<file path="src/rtl/cal_pkg.sv">
package cal_pkg;

  // Minute index after a strobe; wraps from the last minute back to zero.
  function automatic int unsigned next_minute(input int unsigned idx, input int unsigned cycle_len);
    return (idx + 1 >= cycle_len) ? 0 : idx + 1;
  endfunction

  // A minute is corrected when it lies in the first 2*mag minutes of the cycle.
  function automatic logic in_window(input int unsigned idx, input int unsigned mag);
    return idx < 2 * mag;
  endfunction

  // High-stage step: wrap at top, double step when a speed-up is injected.
  function automatic int unsigned hi_next(input int unsigned cur, input int unsigned top,
                                          input logic skip);
    if (cur == top) return 0;
    return cur + (skip ? 2 : 1);
  endfunction

endpackage

</file>
<file path="src/rtl/cal_seq.sv">
module cal_seq #(
  parameter int MAG_W     = 5,
  parameter int CYCLE_MIN = 64,
  localparam int MIN_W    = $clog2(CYCLE_MIN)
) (
  input  logic             clk,
  input  logic             rst_n,
  input  logic             min_stb,
  input  logic [MAG_W-1:0] mag,
  input  logic             consume,
  output logic             arm,
  output logic [MIN_W-1:0] min_idx
);
  import cal_pkg::*;

  logic [MIN_W-1:0] nxt_idx;

  always_comb nxt_idx = MIN_W'(next_minute(32'(min_idx), CYCLE_MIN));

  always_ff @(posedge clk) begin
    if (!rst_n) begin
      min_idx <= MIN_W'(CYCLE_MIN - 1);
      arm     <= 1'b0;
    end else if (min_stb) begin
      min_idx <= nxt_idx;
      arm     <= in_window(32'(nxt_idx), 32'(mag));
    end else if (consume) begin
      arm     <= 1'b0;
    end
  end
endmodule

</file>
<file path="src/rtl/cal_low_stage.sv">
module cal_low_stage #(
  parameter int LOW_W      = 8,
  localparam int BLANK_LEN = 2 ** (LOW_W - 1)
) (
  input  logic             clk,
  input  logic             rst_n,
  input  logic             en,
  input  logic             halt,
  input  logic             start_blank,
  output logic             low_wrap,
  output logic             blank_active,
  output logic [LOW_W-1:0] low_cnt
);
  logic [LOW_W-1:0] blank_cnt;

  assign blank_active = (blank_cnt != '0);
  assign low_wrap     = en && !halt && !blank_active && (low_cnt == '1);

  always_ff @(posedge clk) begin
    if (!rst_n || halt) begin
      low_cnt   <= '0;
      blank_cnt <= '0;
    end else if (en) begin
      if (blank_active) begin
        blank_cnt <= blank_cnt - 1'b1;
      end else begin
        low_cnt <= low_cnt + 1'b1;
        if (start_blank) blank_cnt <= LOW_W'(BLANK_LEN);
      end
    end
  end
endmodule

</file>
<file path="src/rtl/cal_high_stage.sv">
module cal_high_stage #(
  parameter int HI_DIV = 128,
  localparam int HI_W  = $clog2(HI_DIV)
) (
  input  logic clk,
  input  logic rst_n,
  input  logic halt,
  input  logic low_wrap,
  input  logic skip,
  output logic hi_zero,
  output logic sec_end
);
  import cal_pkg::*;

  logic [HI_W-1:0] hi_cnt;
  logic            at_top;

  assign at_top  = (hi_cnt == HI_W'(HI_DIV - 1));
  assign hi_zero = (hi_cnt == '0);
  assign sec_end = low_wrap && at_top;

  always_ff @(posedge clk) begin
    if (!rst_n || halt) hi_cnt <= '0;
    else if (low_wrap)  hi_cnt <= HI_W'(hi_next(32'(hi_cnt), HI_DIV - 1, skip));
  end
endmodule

</file>
<file path="src/rtl/cal_ftest.sv">
module cal_ftest #(
  parameter int HALF = 32,
  localparam int W   = $clog2(HALF)
) (
  input  logic clk,
  input  logic rst_n,
  input  logic en,
  input  logic halt,
  output logic ftest
);
  logic [W-1:0] cnt;

  always_ff @(posedge clk) begin
    if (!rst_n || halt) begin
      cnt   <= '0;
      ftest <= 1'b0;
    end else if (en) begin
      if (cnt == W'(HALF - 1)) begin
        cnt   <= '0;
        ftest <= !ftest;
      end else begin
        cnt <= cnt + 1'b1;
      end
    end
  end
endmodule

</file>
<file path="src/rtl/cal_trim_divider.sv">
module cal_trim_divider #(
  parameter int LOW_W     = 8,
  parameter int HI_DIV    = 128,
  parameter int MAG_W     = 5,
  parameter int CYCLE_MIN = 64,
  parameter int FT_HALF   = 32,
  localparam int MIN_W    = $clog2(CYCLE_MIN)
) (
  input  logic             clk,
  input  logic             rst_n,
  input  logic             osc_en,
  input  logic [MAG_W-1:0] trim_mag,
  input  logic             trim_pos,
  input  logic             halt,
  input  logic             min_stb,
  output logic             sec_tick,
  output logic             ftest
);
  logic             low_wrap, blank_active, hi_zero, sec_end, arm;
  logic [LOW_W-1:0] low_cnt;
  logic [MIN_W-1:0] min_idx;
  logic             consume, skip_now, blank_start;

  // The correction is taken at the first carry out of the low stage in a second.
  assign consume     = low_wrap && hi_zero && arm;
  assign skip_now    = consume && trim_pos;
  assign blank_start = consume && !trim_pos;

  cal_seq #(.MAG_W(MAG_W), .CYCLE_MIN(CYCLE_MIN)) u_seq (
    .clk(clk), .rst_n(rst_n), .min_stb(min_stb), .mag(trim_mag),
    .consume(consume), .arm(arm), .min_idx(min_idx));

  cal_low_stage #(.LOW_W(LOW_W)) u_low (
    .clk(clk), .rst_n(rst_n), .en(osc_en), .halt(halt), .start_blank(blank_start),
    .low_wrap(low_wrap), .blank_active(blank_active), .low_cnt(low_cnt));

  cal_high_stage #(.HI_DIV(HI_DIV)) u_high (
    .clk(clk), .rst_n(rst_n), .halt(halt), .low_wrap(low_wrap), .skip(skip_now),
    .hi_zero(hi_zero), .sec_end(sec_end));

  cal_ftest #(.HALF(FT_HALF)) u_ft (
    .clk(clk), .rst_n(rst_n), .en(osc_en), .halt(halt), .ftest(ftest));

  always_ff @(posedge clk) begin
    if (!rst_n) sec_tick <= 1'b0;
    else        sec_tick <= sec_end;
  end
endmodule

</file>
<file path="config.mk">
export PLATFORM = sky130hd
export DESIGN_NAME = cal_trim_divider
export DESIGN_NICKNAME = d
export VERILOG_FILES = /design/src/rtl/cal_pkg.sv /design/src/rtl/cal_seq.sv /design/src/rtl/cal_low_stage.sv /design/src/rtl/cal_high_stage.sv /design/src/rtl/cal_ftest.sv /design/src/rtl/cal_trim_divider.sv
export SDC_FILE = /design/constraint.sdc
export NUM_CORES = 1
export LEC_CHECK = 0
export ABC_AREA = 1
export BUFFER_PORTS_ARGS = -buffer_cell sky130_fd_sc_hd__buf_2
export CORE_UTILIZATION = 45
export CTS_CLUSTER_DIAMETER = 80
export DETAILED_ROUTE_END_ITERATION = 10
export PLACE_DENSITY_LB_ADDON = 0.2
export SLEW_MARGIN = 10
export SYNTH_ARGS = -nofsm -noshare
export SYNTH_HDL_FRONTEND = slang
export SYNTH_SLANG_ARGS = --single-unit
</file>
<file path="constraint.sdc">
create_clock -name clk -period 3.09 [get_ports clk]
set_clock_uncertainty 0.15 [all_clocks]
set_input_delay 0.309 -clock clk [delete_from_list [all_inputs] [get_ports clk]]
set_output_delay 0.309 -clock clk [all_outputs]
set_load 0.1 [all_outputs]
</file>
==> impl_summary.log <==
INFO  metric critical_path_depth = 17
INFO  metric syn_nets = 327
INFO  metric boundaryPins = 13
INFO  metric critical_path.cell_chain = inv_1 -> ha_1 -> inv_1 -> nor2_4 -> nand3_4 -> nor2_2 -> nand3_1 -> ha_1 -> inv_1 -> fa_1 -> inv_1 -> nand2_1 -> nand2_1 -> nand3_1 -> nor2_2 -> nor2_1 -> nor2_1
INFO  metric hold_violations = 0
INFO  metric hpwlAfterDp = 3079 um
INFO  metric switchingPower = between 900 and 1000 uW
INFO  metric detail_route.iter0.violations = 106
INFO  metric crit_path_end = u_high.hi_cnt[6]$_SDFFE_PP0P_
INFO  metric drive_gt1_frac = 0.1285
INFO  metric root_buffer = sky130_fd_sc_hd__clkbuf_8
INFO  metric reg2reg_from = u_low.blank_cnt[0]$_SDFFE_PP0P_
INFO  metric status = complete, no violations
INFO  metric number_of_slew_limit_violations_in_the_final_report = 0
INFO  metric critPathMostFrequentCell = sky130_fd_sc_hd__inv_1
INFO  metric ys_async_sr_fraction = 0
INFO  metric h-tree-depth = 2
INFO  metric total_power = around 2000 uW
INFO  metric syn_to_final_growth = 8.766%
INFO  metric port-buffer-count = 12
INFO  metric synth_edf_count = 0
INFO  metric critical-path-top-delay-family = adder cells
INFO  metric reg2reg_slack = approximately 0.58 ns
INFO  metric ys.flop_type = sky130_fd_sc_hd__dfxtp_1
INFO  metric cp_max_fo = 7
INFO  metric rows = 24
INFO  metric max-slew-margin-rel = 0.6391
INFO  metric nFillCells = 460
INFO  metric routed_wirelength = around 4100 um
INFO  metric dieWidth = slightly above 70 um
INFO  metric timing.hold.worst.class = primary input to flop
INFO  metric floorplan.initialDensity = 0.4817
INFO  metric period_needed = approximately 2.5 ns
INFO  metric dieArea = approximately 0.005 sq mm
INFO  metric maximum_number_of_pins_on_one_net_before_global_route_repair = 18
INFO  metric cts_max_path_buffers = 2
INFO  metric timing.hold.worst_path_depth = 2
INFO  metric distinct_cells_synth = 36
INFO  metric critical_path_required = roughly 3.2 ns
INFO  metric postCtsResizedCells = 0
INFO  metric syn-instance-count = about 300
INFO  metric routedWlPerCell = approximately 11 um
INFO  metric worst-slew-pin-transition = around 0.54 ns
INFO  metric cts.reportedPaths.clkPinSlew = 0.08 ns
INFO  metric timing.reg2reg.worst_path_depth = 17
INFO  metric combPwrFrac = 0.537
INFO  metric ant_nets = 0
INFO  metric timing.setup.tns = 0 ns
INFO  metric vias = ~1,900
INFO  metric max_stage_delay = 0.42 ns
INFO  metric cp-startpoint = u_low.blank_cnt[0]$_SDFFE_PP0P_
INFO  metric overflow = 0
INFO  metric final_net_count = approximately 340
INFO  metric netSwitchingFraction = 0.4613
INFO  metric timing.final.setup_violations = 0
INFO  metric slowest_stage = sky130_fd_sc_hd__fa_1
INFO  metric postSynthAreaPerCell = slightly above 7 sq um
INFO  metric grtUsageTotal = 0.1769
INFO  metric maxClockFrequency = 398.0 MHz
INFO  metric tritoncts = done
INFO  metric worstPathArrival = ~2.6 ns
INFO  metric synthesized_cell_area = ~0.0022 sq mm
INFO  metric num_antenna_cells = 0
INFO  metric initial_antenna_violation_count = 0
INFO  metric yosysWarningCount = 0
INFO  metric seq_power_share = 0.302
INFO  metric power_density = ~850 mW/mm^2
INFO  metric yosys_register_bits = 37
INFO  metric cts_hold_buffers = 0
INFO  metric max-vdd-ir-drop = 0.4637 mV
INFO  metric p_leak = roughly 0.0010 uW
INFO  metric worstReg2RegEnd = u_high.hi_cnt[6]$_SDFFE_PP0P_
INFO  metric internal_power = roughly 1100 uW
INFO  metric worst-path-buf-inv = 4
INFO  metric maxCapViolations = 0
INFO  metric vias_per_cell = 5.032
INFO  metric drc_markers = 0
INFO  metric cts_post_setup_buffers_inserted = 0
INFO  metric worst_skew_pair.late_latency = 0.28 ns
INFO  metric design.core.area = around 0.0045 sq mm
INFO  metric final.period_utilization = 0.8132
INFO  metric synth-seq-area-share = 0.3414
INFO  metric number_of_buffers_added_by_the_clock_tree_synthesis_step = 5
INFO  metric firstDrtPassIters = 4
INFO  metric grt_setup_unrepaired = no
INFO  metric crit_path_category = flop to flop
INFO  metric clock-sinks = 37
INFO  metric power.clock.fraction = 0.161
INFO  metric vias_in_the_first_global_route = 1,721
INFO  metric worstSetupStartpointType = flop
INFO  metric dieHeight = 71.44 um
INFO  metric worstSetupEndpointType = flop
INFO  metric grt_pass1_wl = between 7000 and 8000 um
INFO  metric routabilityCongestion = between 0.8 and 0.9
## sequential cells by signal, indices dropped and copies added, names as in the netlist
| name | cells |
|---|---|
| u_ft.ftest | 1 |
| u_ft.cnt | 5 |
| sec_tick | 1 |
| u_low.low_cnt | 8 |
| u_low.blank_cnt | 8 |
| u_high.hi_cnt | 7 |
| u_seq.min_idx | 6 |
| u_seq.arm | 1 |
## worst min path at each step
stage,startpoint,slack (ns),endpoint
global route,rst_n,0.12,u_seq.min_idx[4]$_SDFFE_PN1P_
finish,rst_n,0.10,u_seq.min_idx[1]$_SDFFE_PN1P_
global placement,u_ft.cnt[4]$_SDFFE_PP0P_,0.30,u_ft.cnt[4]$_SDFFE_PP0P_
floorplan,rst_n,0.24,u_seq.min_idx[1]$_SDFFE_PN1P_
detailed placement,u_ft.cnt[4]$_SDFFE_PP0P_,0.31,u_ft.cnt[4]$_SDFFE_PP0P_
CTS,rst_n,0.1,u_seq.min_idx[1]$_SDFFE_PN1P_
## synthesized netlist by cell type, types with 3 or more instances
cell	number	share of area
sky130_fd_sc_hd__nor2_1	32	0.055
sky130_fd_sc_hd__nor3_1	8	0.018
sky130_fd_sc_hd__nand3b_1	3	0.010
sky130_fd_sc_hd__xor2_1	10	0.040
sky130_fd_sc_hd__inv_1	36	0.062
sky130_fd_sc_hd__a21oi_1	26	0.060
sky130_fd_sc_hd__nand3_1	25	0.058
sky130_fd_sc_hd__inv_2	5	0.0087
sky130_fd_sc_hd__o21ai_0	8	0.018
sky130_fd_sc_hd__ha_1	12	0.069
sky130_fd_sc_hd__nor2_2	3	0.0087
sky130_fd_sc_hd__nand2_1	65	0.11
sky130_fd_sc_hd__xnor2_1	4	0.016
sky130_fd_sc_hd__dfxtp_1	37	0.34
## metal layers
metal,vias up,global-route usage,routed length [um],share of wire
li1,998,-,-,-
met3,5,0.03797,116,0.028
met2,26,0.2921,1771,0.43
met1,838,0.2347,2167,0.53
met5,-,0,0,0
met4,0,0.04667,39,0.0095
## through the flow
step | hold WS, ns | std cells | setup slack [ns] | area, sq um | utilization
2_1_floorplan | 0.2431 | 303 | 0.7717 | 2170 | -
3_3_place_gp | 0.3033 | 363 | 0.6376 | 2277 | 0.5056
3_5_place_dp | 0.3140 | 363 | 0.5702 | 2277 | 0.5056
4_1_cts | 0.09520 | 371 | 0.5611 | 2360 | 0.5239
5_1_grt | 0.1172 | 371 | 0.3175 | 2360 | 0.5239
6_report | 0.1032 | 371 | 0.5773 | 2360 | 0.5239
## cell families (layout without fill, tap and decap cells)
family | count (synthesis) | after routing | synth area share
AO/OA/AOI/OAI | 40 | 40 | 0.09977
XOR/XNOR | 14 | 14 | 0.05651
adder cells (fa/ha/maj) | 13 | 13 | 0.07843
buffers and inverters | 50 | 66 | 0.09400
flip-flops | 37 | 37 | 0.3414
AND/OR/NAND/NOR | 149 | 149 | 0.3299
## cell type report
cell class	instances	area, sq um	area share
clock buffer	6	72.57	0.03075
clock inverter	2	10.01	0.004242
inverter	45	178.9	0.07582
multi-input combinational	216	1225	0.5191
sequential	37	740.7	0.3139
tap	52	65.06	0.02757
timing repair buffer	13	67.56	0.02863
## power by group through the flow
stage          logic (uW)  clock network (uW)  registers [uW]
6_report             1080                 324             606
5_1_grt              1240                 353             618
4_1_cts              1080                 334             605
3_5_place_dp         1080                   0             616
3_3_place_gp         1060                   0             613
2_1_floorplan         933                   0             602
## placed cells by master (no fill, tap or decap), drive strengths merged
cell type,n
o2111ai,1
dfxtp,37
nor4,1
nand3,27
nand3b,3
xnor2,4
or2,1
inv,44
nor2,38
o31ai,1
o21ai,8
o211ai,2
buf,13
clkbuf,6
fa,1
nand2,68
nand4,3
xor2,10
a21oi,27
nor3,8
ha,12
a31oi,1
clkinv,3
Power figures use the tool's default switching activity.
